$ cat config.mk
export PLATFORM = sky130hd
export DESIGN_NAME = pipe_adc_corrector
export DESIGN_NICKNAME = d
export VERILOG_FILES = /design/src/rtl/adc_corr_pkg.sv /design/src/rtl/corr_code_limit.sv /design/src/rtl/corr_delay_line.sv /design/src/rtl/corr_overlap_sum.sv /design/src/rtl/pipe_adc_corrector.sv
export SDC_FILE = /design/constraint.sdc
export NUM_CORES = 1
export LEC_CHECK = 0
export ABC_AREA = 1
export CORE_UTILIZATION = 58
export DETAILED_ROUTE_END_ITERATION = 7
export GPL_ROUTABILITY_DRIVEN = 0
export GPL_TIMING_DRIVEN = 1
export PLACE_DENSITY = 0.83
export SETUP_SLACK_MARGIN = 0.1
export SYNTH_ARGS = -nofsm -noshare
export SYNTH_HDL_FRONTEND = slang
export SYNTH_HIERARCHICAL = 1
export SYNTH_SLANG_ARGS = --single-unit
$ cat constraint.sdc
create_clock -name clk -period 4.28 [get_ports clk]
set_input_delay 0.856 -clock clk [delete_from_list [all_inputs] [get_ports clk]]
set_output_delay 0.856 -clock clk [all_outputs]
set_load 0.005 [all_outputs]
$ cat src/rtl/adc_corr_pkg.sv
package adc_corr_pkg;

    // Width of the corrected word for a given stage layout.
    function automatic int out_width(input int n_stages, input int code_w, input int last_w);
        return (n_stages - 1) * (code_w - 1) + last_w;
    endfunction

    // Left shift applied to the code of non-final stage idx (0 = front).
    function automatic int stage_shift(input int idx, input int n_stages,
                                       input int code_w, input int last_w);
        return (n_stages - 2 - idx) * (code_w - 1) + last_w - 1;
    endfunction

endpackage

$ cat src/rtl/corr_code_limit.sv
module corr_code_limit #(
    parameter int CODE_W = 2
) (
    input  logic [CODE_W-1:0] code_i,
    output logic [CODE_W-1:0] code_o
);
    // Highest legal level of a redundant stage: all ones except the LSB.
    localparam logic [CODE_W-1:0] CODE_MAX = {{(CODE_W-1){1'b1}}, 1'b0};

    always_comb begin
        code_o = (code_i > CODE_MAX) ? CODE_MAX : code_i;
    end
endmodule

$ cat src/rtl/corr_delay_line.sv
module corr_delay_line #(
    parameter int W     = 2,
    parameter int DEPTH = 1
) (
    input  logic         clk,
    input  logic         rst_n,
    input  logic         in_vld_i,
    input  logic [W-1:0] in_code_i,
    output logic         out_vld_o,
    output logic [W-1:0] out_code_o
);
    generate
        if (DEPTH == 0) begin : g_pass
            assign out_vld_o  = in_vld_i;
            assign out_code_o = in_code_i;
        end else begin : g_pipe
            typedef struct packed {
                logic         vld;
                logic [W-1:0] code;
            } slot_t;

            slot_t [DEPTH-1:0] slot_d;
            slot_t [DEPTH-1:0] slot_q;

            always_comb begin
                slot_d[0].vld  = in_vld_i;
                slot_d[0].code = in_code_i;
                for (int k = 1; k < DEPTH; k++) begin
                    slot_d[k] = slot_q[k-1];
                end
            end

            always_ff @(posedge clk or negedge rst_n) begin
                if (!rst_n) begin
                    slot_q <= '0;
                end else begin
                    slot_q <= slot_d;
                end
            end

            assign out_vld_o  = slot_q[DEPTH-1].vld;
            assign out_code_o = slot_q[DEPTH-1].code;
        end
    endgenerate
endmodule

$ cat src/rtl/corr_overlap_sum.sv
module corr_overlap_sum
    import adc_corr_pkg::*;
#(
    parameter int NUM_STAGES = 8,
    parameter int CODE_W     = 2,
    parameter int LAST_W     = 2,
    parameter int OUT_W      = 9
) (
    input  logic                             clk,
    input  logic                             rst_n,
    input  logic [(NUM_STAGES-1)*CODE_W-1:0] algn_code_i,
    input  logic [LAST_W-1:0]                last_code_i,
    output logic [OUT_W-1:0]                 sum_o
);
    localparam int NF = NUM_STAGES - 1;
    localparam logic [CODE_W-1:0] CODE_MAX = {{(CODE_W-1){1'b1}}, 1'b0};

    logic [OUT_W-1:0] acc [NUM_STAGES];

    assign acc[0] = OUT_W'(last_code_i);

    generate
        for (genvar i = 0; i < NF; i++) begin : g_term
            localparam int SH = stage_shift(i, NUM_STAGES, CODE_W, LAST_W);
            logic [CODE_W-1:0] code_w;
            assign code_w   = algn_code_i[i*CODE_W +: CODE_W];
            assign acc[i+1] = acc[i] + (OUT_W'(code_w) << SH);

            // Codes reaching the adder were limited upstream in the delay path.
            AST_CODE_IN_RANGE: assert property (@(posedge clk) disable iff (!rst_n)
                code_w <= CODE_MAX);
        end
    endgenerate

    assign sum_o = acc[NF];
endmodule

$ cat src/rtl/pipe_adc_corrector.sv
module pipe_adc_corrector
    import adc_corr_pkg::*;
#(
    parameter int NUM_STAGES = 8,
    parameter int CODE_W     = 2,
    parameter int LAST_W     = 2
) (
    input  logic                                         clk,
    input  logic                                         rst_n,
    input  logic [(NUM_STAGES-1)*CODE_W-1:0]             stage_code_i,
    input  logic [LAST_W-1:0]                            last_code_i,
    input  logic [NUM_STAGES-1:0]                        stage_vld_i,
    output logic                                         out_vld_o,
    output logic [(NUM_STAGES-1)*(CODE_W-1)+LAST_W-1:0]  out_word_o
);
    localparam int OUT_W = out_width(NUM_STAGES, CODE_W, LAST_W);
    localparam int NF    = NUM_STAGES - 1;

    logic [CODE_W-1:0]    lim_code [NF];
    logic [NF*CODE_W-1:0] algn_code;
    logic [NUM_STAGES-1:0] algn_vld;
    logic                 all_algn;
    logic [OUT_W-1:0]     sum_w;

    // Each redundant stage: limit, then delay by the number of later stages.
    generate
        for (genvar i = 0; i < NF; i++) begin : g_stage
            corr_code_limit #(.CODE_W(CODE_W)) u_lim (
                .code_i (stage_code_i[i*CODE_W +: CODE_W]),
                .code_o (lim_code[i])
            );
            corr_delay_line #(.W(CODE_W), .DEPTH(NUM_STAGES - 1 - i)) u_dly (
                .clk        (clk),
                .rst_n      (rst_n),
                .in_vld_i   (stage_vld_i[i]),
                .in_code_i  (lim_code[i]),
                .out_vld_o  (algn_vld[i]),
                .out_code_o (algn_code[i*CODE_W +: CODE_W])
            );
        end
    endgenerate

    // The final stage arrives last and feeds the adder directly.
    assign algn_vld[NF] = stage_vld_i[NF];
    assign all_algn     = &algn_vld;

    corr_overlap_sum #(
        .NUM_STAGES (NUM_STAGES),
        .CODE_W     (CODE_W),
        .LAST_W     (LAST_W),
        .OUT_W      (OUT_W)
    ) u_sum (
        .clk         (clk),
        .rst_n       (rst_n),
        .algn_code_i (algn_code),
        .last_code_i (last_code_i),
        .sum_o       (sum_w)
    );

    typedef struct packed {
        logic             vld;
        logic [OUT_W-1:0] word;
    } out_state_t;

    out_state_t st_d;
    out_state_t st_q;

    always_comb begin
        st_d     = st_q;
        st_d.vld = all_algn;
        if (all_algn) begin
            st_d.word = sum_w;
        end
    end

    always_ff @(posedge clk or negedge rst_n) begin
        if (!rst_n) begin
            st_q <= '0;
        end else begin
            st_q <= st_d;
        end
    end

    assign out_vld_o  = st_q.vld;
    assign out_word_o = st_q.word;

    AST_VLD_AFTER_LAST: assert property (@(posedge clk) disable iff (!rst_n)
        out_vld_o |-> $past(stage_vld_i[NF]));

    AST_HOLD_WORD: assert property (@(posedge clk) disable iff (!rst_n)
        !all_algn |=> $stable(out_word_o));

    generate
        if (LAST_W >= 2) begin : g_lsb_chk
            AST_LSB_PASSTHRU: assert property (@(posedge clk) disable iff (!rst_n)
                out_vld_o |-> out_word_o[LAST_W-2:0] == $past(last_code_i[LAST_W-2:0]));
        end
    endgenerate
endmodule

==> results by group <==
GRT
  • Grt peak-use layer: met2
  • Grt met3 use: 0.0453
  • Initial antenna violation count: 0
  • GRT Residual Overflow: 0
  • Largest net degree at the start of global routing: 67
  • Overall routing resource usage: 0.155
  • Met2 Use GR: 0.262
  • First-pass GRT wire length: 5.78 mm
  • Grt met1 use: 0.162
  • Vias in the first global route: 1,405

Clock tree
  • Resized cells post-CTS: 0
  • Num CTS Buffers: 9
  • Setup bufs post-CTS: 0
  • Root Driver: clkbuf_8
  • Clk sinks: 94
  • Clk_lat worst skew: 0.34 ns
  • Hold Buf Count CTS: 0
  • Clock transition at the registers of the reported paths: 0.08 ns
  • Clock Path Buffers: 2
  • H-tree Lvls: 3
  • CTS tree: built

Floorplan
  • # rows: 25
  • Die Span X: 73.7 um
  • Core area: 4850 sq um
  • Die Y: 73.7 um
  • Area of the die: 5430 sq um
  • Starting density of the core: 0.615
  • Ports: 36

Setup path
  • Slowest CP cell: clkdlybuf4s50_1
  • Crit-path max FO: 2
  • Crit Reg-Reg Startpoint: g_stage[6].u_dly/out_code_o[0]
  • Startpoint Class: input port
  • Worst path max stage delay: 0.47 ns
  • Critical path's top delay family: buffers and inverters
  • Crit Path Category: in2reg
  • Setup crit end kind: flip-flop
  • Worst path buffer plus inverter count: 3
  • R2R setup slack: 2.71 ns
  • Worst-path cell chain: clkdlybuf4s50_1 > ha_1 > inv_1 > fa_1 > inv_1 > nand2_1 > nand2_1 > nand3_1 > nand2_1 > nand2_1 > nand2_1 > nand3_1 > nand2_1
  • Most used cell, CP: nand2_1
  • WP data arrival: 2.52 ns
  • Critical R2R Capture: out_word_o[7]
  • Critical Path RT: 4.56 ns
  • FF-to-FF path depth: 12

Finish
  • NumNets Final: 283
  • Core Util, Final: 0.733
  • Commonest non-fill, non-tap cell in the layout: dfrtp_1
  • Layout cells sized above 1: 0.114
  • Commonest cells after routing, fill and taps aside: dfrtp_1 (94), nand2_1 (37), clkdlybuf4s50_1 (34)
  • Fillers: 333
  • Layout area overhead: 19.2%
  • Antenna cell count: 0
  • Post-Layout Cell Count: 321

Min path
  • Hold path start: g_stage[4].u_dly/g_pipe.slot_d[7]
  • Hold Path End: g_stage[4].u_dly/out_code_o[1]
  • Worst hold path depth: 0
  • Tightest Hold Check Type: reg2reg

STA
  • Measured slew at the worst slew-check pin: 0.756 ns
  • Slew margin rel.: 0.496
  • Final period util: 0.524
  • Max-slew violations: 0
  • Layout Skew: 0.00871 ns
  • Fin Setup TNS: 0 ns
  • Final setup viols: 0
  • Fmax achieved: 0.446 GHz
  • Unrepaired setup endpoints after global routing: false
  • Final hold slack: 0.341 ns
  • Post-layout min period: 2.24 ns
  • Final hold violations: 0

Yosys
  • Mapped Cells: 210
  • Register bit count reported by yosys: 94
  • Synth Cell Area: 2980 sq um
  • Syn nets: 244
  • Synth top area share: 0.789
  • Yosys top cell by area: dfrtp_1
  • Register area share after synthesis: 0.789
  • Top cells by area, synth: dfrtp_1 (79%), nand2_1 (4.7%), ha_1 (2.9%)
  • Synth cell types: 20
  • Warnings from Yosys: 6
  • Mapped Avg Cell Area: 14.2 sq um

Pwr
  • P per Cell Area: 434 nW/um^2
  • Total power: 1.54 mW
  • Internal cell power: 1.21 mW
  • Worst vdd ir: 0.000416 V
  • Clk pwr share: 0.313
  • NetSw: 0.329 mW
  • Sequential share of power: 0.615
  • Sw frac: 0.213
  • Leak pwr: 1.80 nW
  • Combinational share of power: 0.071

Route
  • DR vias: 1,440
  • DRC: 0
  • Final wirelength: 3.36 mm
  • Iter 0 DRT Violations: 67
  • Post-route antenna net violation count: 0
  • DRT Pass-1 Iters: 4
  • WL/cell: 10.5 um
  • Vias per cell: 4.49

Job
  • Max-Cap Viols: 0

Status
  • Status: finished clean

Placed design
  • Placed insts: 305
  • Number of port buffers: 35
  • DP Wirelength: 2.30 mm
## synthesized netlist by cell type, drive strengths merged
| cell type | instances |
|---|---|
| dfrtp | 94 |
| nand2 | 45 |
| inv | 20 |
| nand3 | 14 |
| nor2 | 12 |
| clkbuf | 7 |
| ha | 7 |
| xnor2 | 3 |
| a21oi | 2 |
| or2 | 2 |
| buf | 1 |
| clkinv | 1 |
| fa | 1 |
| nand3b | 1 |
## state kept, by name (all words and copies together), names as in the netlist
register / cells
out_vld_o: 1
g_stage.u_dly/out_code_o: 14
g_stage.u_dly/out_vld_o: 7
g_stage.u_dly/g_pipe.slot_d: 63
out_word_o: 9
## metal layers
layer,share of wire,vias to the layer above
met1,0.42,684
met4,0.027,0
li1,-,710
met2,0.52,39
met3,0.039,7
met5,0,-
## power groups by stage
stage | registers, mW | logic, mW | clock network (mW)
after floorplan | 0.964 | 0.0507 | 0
after global placement | 0.964 | 0.108 | 0
after detailed placement | 0.968 | 0.112 | 0
after CTS | 0.950 | 0.112 | 0.506
after global routing | 0.954 | 0.126 | 0.535
final | 0.949 | 0.110 | 0.483
## per-stage QoR
stage                     setup WS (ns)  cell area (sq um)
final                              2.04               3550
after CTS                          2.05               3550
after global placement             1.74               3390
after global routing               1.92               3550
after floorplan                    2.27               2980
after detailed placement           1.69               3390
## logic make-up after synthesis
family | share of synthesized area
buffers and inverters | 0.0378
AOI/OAI and AO/OA | 0.00336
and+or+nand+nor | 0.125
xor gates and xnor gates | 0.00882
adders and majority gates | 0.0361
DFF | 0.789
## worst max-delay path by stage
| stage | from | end | depth (start not counted) |
|---|---|---|---|
| 2_1_floorplan | last_code_i[1] | out_word_o[7] | 11 |
| 3_3_place_gp | last_code_i[1] | out_word_o[7] | 12 |
| 3_5_place_dp | last_code_i[1] | out_word_o[7] | 13 |
| 4_1_cts | last_code_i[1] | out_word_o[7] | 13 |
| 5_1_grt | last_code_i[1] | out_word_o[7] | 13 |
| 6_report | last_code_i[1] | out_word_o[7] | 13 |
## cell type report
type	instances	area, sq um	area share
Tap cell	67	83.8	0.0236
Timing Repair Buffer	36	355	0.100
Multi-Input combinational cell	87	515	0.145
Clock inverter	4	22.5	0.00634
Sequential cell	94	2350	0.662
Clock buffer	12	145	0.0408
Inverter	21	78.8	0.0222
Power figures use the tool's default switching activity.
